[src/rtl/uart_irq_ident.sv]
module uart_irq_ident #(
  parameter int AW = 3
) (
  input  logic          clk,
  input  logic          rst_n,
  input  logic [AW-1:0] addr,
  input  logic          wr_en,
  input  logic [7:0]    wr_data,
  input  logic          rd_en,
  output logic [7:0]    rd_data,
  input  logic          fifo_on,
  input  logic          line_err_evt,
  input  logic          rx_ready,
  input  logic          rx_tmo,
  input  logic          tx_empty_evt,
  input  logic          modem_evt,
  input  logic          flow_evt,
  input  logic          rts_evt,
  input  logic          cts_evt,
  input  logic          lsr_rd,
  input  logic          msr_rd,
  output logic          irq
);
  localparam logic [AW-1:0] A_EN = AW'(1);
  localparam logic [AW-1:0] A_ID = AW'(2);
  localparam logic [5:0] ID_LINE = 6'h06, ID_RX = 6'h04, ID_TMO = 6'h0C,
                         ID_TX = 6'h02, ID_MDM = 6'h00, ID_FLOW = 6'h10,
                         ID_RTS = 6'h20, ID_CTS = 6'h00, ID_NONE = 6'h01;

  logic [7:0] en_q;
  logic line_q, tx_q, mdm_q, flow_q, rts_q, cts_q;
  logic [5:0] id;
  logic [7:0] id_byte;
  logic id_rd;

  assign id_rd = rd_en && addr == A_ID;

  always_comb begin
    if      (en_q[2] && line_q)  id = ID_LINE;
    else if (en_q[0] && rx_ready) id = ID_RX;
    else if (en_q[0] && rx_tmo)   id = ID_TMO;
    else if (en_q[1] && tx_q)    id = ID_TX;
    else if (en_q[3] && mdm_q)   id = ID_MDM;
    else if (en_q[4] && flow_q)  id = ID_FLOW;
    else if (en_q[5] && rts_q)   id = ID_RTS;
    else if (en_q[6] && cts_q)   id = ID_CTS;
    else                         id = ID_NONE;
  end

  assign id_byte = {fifo_on, fifo_on, id};
  assign irq = (en_q[2] & line_q) | (en_q[0] & (rx_ready | rx_tmo)) |
               (en_q[1] & tx_q) | (en_q[3] & mdm_q) | (en_q[4] & flow_q) |
               (en_q[5] & rts_q) | (en_q[6] & cts_q);

  always_ff @(posedge clk or negedge rst_n) begin
    if (!rst_n) begin
      en_q    <= '0;
      rd_data <= 8'hC1;
      line_q  <= 1'b0;
      tx_q    <= 1'b0;
      mdm_q   <= 1'b0;
      flow_q  <= 1'b0;
      rts_q   <= 1'b0;
      cts_q   <= 1'b0;
    end else begin
      if (wr_en && addr == A_EN) en_q <= wr_data;
      if (rd_en) rd_data <= (addr == A_EN) ? en_q : (addr == A_ID) ? id_byte : 8'h00;
      line_q <= line_err_evt | (line_q & ~lsr_rd);
      tx_q   <= tx_empty_evt | (tx_q & ~(id_rd && id == ID_TX));
      flow_q <= flow_evt | (flow_q & ~(id_rd && id == ID_FLOW));
      mdm_q  <= modem_evt | (mdm_q & ~msr_rd);
      rts_q  <= rts_evt | (rts_q & ~msr_rd);
      cts_q  <= cts_evt | (cts_q & ~msr_rd);
    end
  end


  tx_clear_chk: assert property (@(posedge clk) disable iff (!rst_n)
    (id_rd && id == ID_TX && !tx_empty_evt) |=> !tx_q);

  line_clear_chk: assert property (@(posedge clk) disable iff (!rst_n)
    (lsr_rd && !line_err_evt) |=> !line_q);

  modem_clear_chk: assert property (@(posedge clk) disable iff (!rst_n)
    (msr_rd && !modem_evt && !rts_evt && !cts_evt) |=> !(mdm_q | rts_q | cts_q));

  rd_hold_chk: assert property (@(posedge clk) disable iff (!rst_n)
    !rd_en |=> $stable(rd_data));

  pend_bit_chk: assert property (@(posedge clk) disable iff (!rst_n)
    irq |-> !id_byte[0]);

  masked_chk: assert property (@(posedge clk) disable iff (!rst_n)
    (en_q == 8'h00) |-> !irq);
endmodule

[config.mk]
export PLATFORM = sky130hd
export DESIGN_NAME = uart_irq_ident
export DESIGN_NICKNAME = d
export VERILOG_FILES = /design/src/rtl/uart_irq_ident.sv
export SDC_FILE = /design/constraint.sdc
export NUM_CORES = 1
export LEC_CHECK = 0
export ABC_AREA = 1
export ABC_CLOCK_PERIOD_IN_PS = 2000
export BUFFER_PORTS_ARGS = -buffer_cell sky130_fd_sc_hd__buf_2
export CAP_MARGIN = 25
export CORE_UTILIZATION = 45
export DETAILED_ROUTE_END_ITERATION = 8
export HOLD_SLACK_MARGIN = 0.12
export PLACE_DENSITY = 0.84
export SYNTH_ARGS = -nofsm -noshare
export SYNTH_HDL_FRONTEND = slang
export SYNTH_SLANG_ARGS = --single-unit
export TNS_END_PERCENT = 5
[constraint.sdc]
create_clock -name clk -period 2 [get_ports clk]
set_clock_uncertainty 0.1 [all_clocks]
set_input_delay 0.2 -clock clk [delete_from_list [all_inputs] [get_ports clk]]
set_output_delay 0.2 -clock clk [all_outputs]
set_load 0.05 [all_outputs]
==> impl_metrics.env <==
export IMPL_status="finished clean"
export IMPL_synth_distinct_cells=14
export IMPL_startpoint_type="register"
export IMPL_postSynthCellCount=139
export IMPL_cts_root_buf="clkbuf_4"
export IMPL_grt_ovfl_total=0
export IMPL_crit_fanout=4
export IMPL_layout_cells_non_filler=232
export IMPL_setup_viol=0
export IMPL_rsz0062_at_grt="no"
export IMPL_peakVddDrop_uv=520
export IMPL_totalWireLength_um=2720
export IMPL_drcViolationCount=0
export IMPL_grt_usage=0.241
export IMPL_yosys_area_top_type="dfrtp_1"
export IMPL_path_cells="nand2_1 -> nand3_1 -> nor2_1 -> nand2_1 -> buf_2"
export IMPL_slowest_stage="dfrtp_1"
export IMPL_syn_to_final_growth_pct=47.8
export IMPL_grt_pass1_wl_um=4600
export IMPL_antenna_cells=0
export IMPL_start_util=0.480
export IMPL_worstSetupPathType="register to primary output"
export IMPL_port_buffers=34
export IMPL_dp_hpwl_um=1810
export IMPL_ys_flop_type="dfrtp_1"
export IMPL_synth_edff_count=0
export IMPL_ys_seq_area_frac=0.517
export IMPL_crit_top_cell="nand2_1"
export IMPL_cts_buffer_depth=2
export IMPL_drtAntennaViolNets=0
export IMPL_dieArea_um2=2580
export IMPL_die_w_um=50.8
export IMPL_crit_path_end_kind="primary output"
export IMPL_cts_sinks=22
export IMPL_setup_tns_final_ns=0
export IMPL_powerDensity_nw_per_um2=665
export IMPL_wl_per_cell_um=11.7
export IMPL_synth_area_um2=1070
export IMPL_slew_headroom=0.682
export IMPL_drt_iter0_markers=34
export IMPL_timing_fmax_ghz=0.571
export IMPL_min_path_type="primary input to register"
export IMPL_place_inst=199
export IMPL_ys_ff_latch=22
export IMPL_drtPass1Iterations=4
export IMPL_maxCapViolCount=0
export IMPL_path_buf_inv=1
export IMPL_cp_num_cells=5
export IMPL_r2r_slack_ns=0.69
export IMPL_clk_pin_slew_worst_paths_ns=0.12
export IMPL_hold_viol=0
export IMPL_dpl_instance_area_um2=1260
export IMPL_fin_area_um2=1590
export IMPL_min_period_ns=1.75
export IMPL_p_leak_nw=0.868
export IMPL_grt_start_max_net_pins=23
export IMPL_numCtsBuffers=3
export IMPL_globalplace_congestion=0.855
export IMPL_antenna_found_initial=0
export IMPL_num_rows=17
export IMPL_synth_warnings=0
export IMPL_grt_pass1_vias=1148
export IMPL_clk_latency_ns=0.30
export IMPL_ios=35
export IMPL_crit_family="simple AND/OR/NAND/NOR gates"
export IMPL_p_total_w=0.00105
export IMPL_cpPeakStageDelay_ns=0.44
export IMPL_viasPerCell=4.86
export IMPL_core_area_um2=2230
export IMPL_ys_top_cells_by_count="65 x nand2_1, 19 x dfrtp_1, 19 x nand3_1"
export IMPL_drive_gt1_frac=0.225
export IMPL_worstPathArrival_ns=1.45
export IMPL_yosysTopAreaCellShare=0.443
export IMPL_hold_depth=3
export IMPL_fin_crit_sh=0.876
export IMPL_worstRegToRegCells=5
export IMPL_syn_nets=165
export IMPL_fp_dieH_um=50.8
export IMPL_synth_most_common_cell="nand2_1"
export IMPL_async_flop_share=1.00
export IMPL_htree_levels=1
export IMPL_worstPathRequired_ns=1.70
export IMPL_num_vias=1128
export IMPL_drv_slew=0
export IMPL_fin_nets=231
export IMPL_synth_area_top_cells="dfrtp_1 44%, nand2_1 23%, nand3_1 8.9%"
export IMPL_worst_pin_slew_ns=0.476
export IMPL_cts_tree="built"
export IMPL_synth_area_per_cell_um2=7.71
flip-flops by register name (all words and copies together) (netlist names):
signal,flops
en_q,8
rd_data,8
cts_q,1
flow_q,1
line_q,1
mdm_q,1
rts_q,1
tx_q,1
cell usage in the layout, fill, tap and decap left out:
cell	count
inv_1	13
nand3_1	19
nor2_1	7
o21bai_1	4
buf_4	1
dlygate4sd3_1	29
nor3_1	1
dfrtp_1	19
nand4_1	1
dfstp_2	3
inv_2	1
clkbuf_8	1
nor2_4	2
nand2_1	65
clkbuf_4	3
nor3_2	1
buf_2	34
path summary, 6_finish.rpt:
kind / end / startpoint
setup / recovery: irq / en_q[0]
hold / removal: en_q[3] / wr_en
setup reg to reg: rd_data[7] / en_q[7]
hold reg to reg: rd_data[7] / rd_data[7]
max in group asynchronous: rd_data[7] / rst_n
min in group asynchronous: en_q[0] / rst_n
metal layers:
metal	share of wire	track usage	wire length, µm
met4	0.016	0.111	44
met2	0.55	0.467	1500
met1	0.40	0.259	1090
met3	0.034	0.0268	92
met5	0	0	0
cell type report:
cell class | count | area [µm²]
clock buffer | 4 | 36.3
sequential | 22 | 554
timing repair buffer | 64 | 468
multi-input combinational | 100 | 439
inverter | 14 | 52.6
tap | 28 | 35.0
fill | 176 | 648
stage by stage:
stage          setup WS [ns]  hold WS (ns)   util
5_1_grt               0.0631         0.145  0.710
3_5_place_dp           0.598        0.0825  0.564
3_3_place_gp           0.658        0.0753  0.564
6_report               0.248         0.123  0.710
4_1_cts                0.246         0.124  0.710
2_1_floorplan          0.661        -0.196      -
where the power goes:
part / internal, W / switching (W)
Clock: 0.000111 / 0.000128
Sequential: 0.000495 / 0.0000364
Combinational: 0.000106 / 0.000177
Total: 0.000712 / 0.000341
cell families (layout without fill, tap and decap cells):
| logic type | count (synthesis) | in the layout | synth area share |
|---|---|---|---|
| AND/OR/NAND/NOR | 96 | 96 | 0.382 |
| flip-flops | 22 | 22 | 0.517 |
| buffers and inverters | 17 | 82 | 0.0735 |
| AO/OA/AOI/OAI | 4 | 4 | 0.0280 |
worst register-to-register path, stage by stage, from the launching register on:
cell and delay (ns):
dfrtp_1 0.40, nand2_1 0.07, nand2_1 0.04, nand2_1 0.05, dlygate4sd3_1 0.55, nand2_1 0.05
what timing repair did:
| action | CTS | global route |
|---|---|---|
| hold endpoints to repair | 38 | 0 |
| hold buffers | 29 | 0 |
| resized for setup | 0 | 0 |
| setup buffers | 0 | 0 |
(Power assumes the default switching activity.)
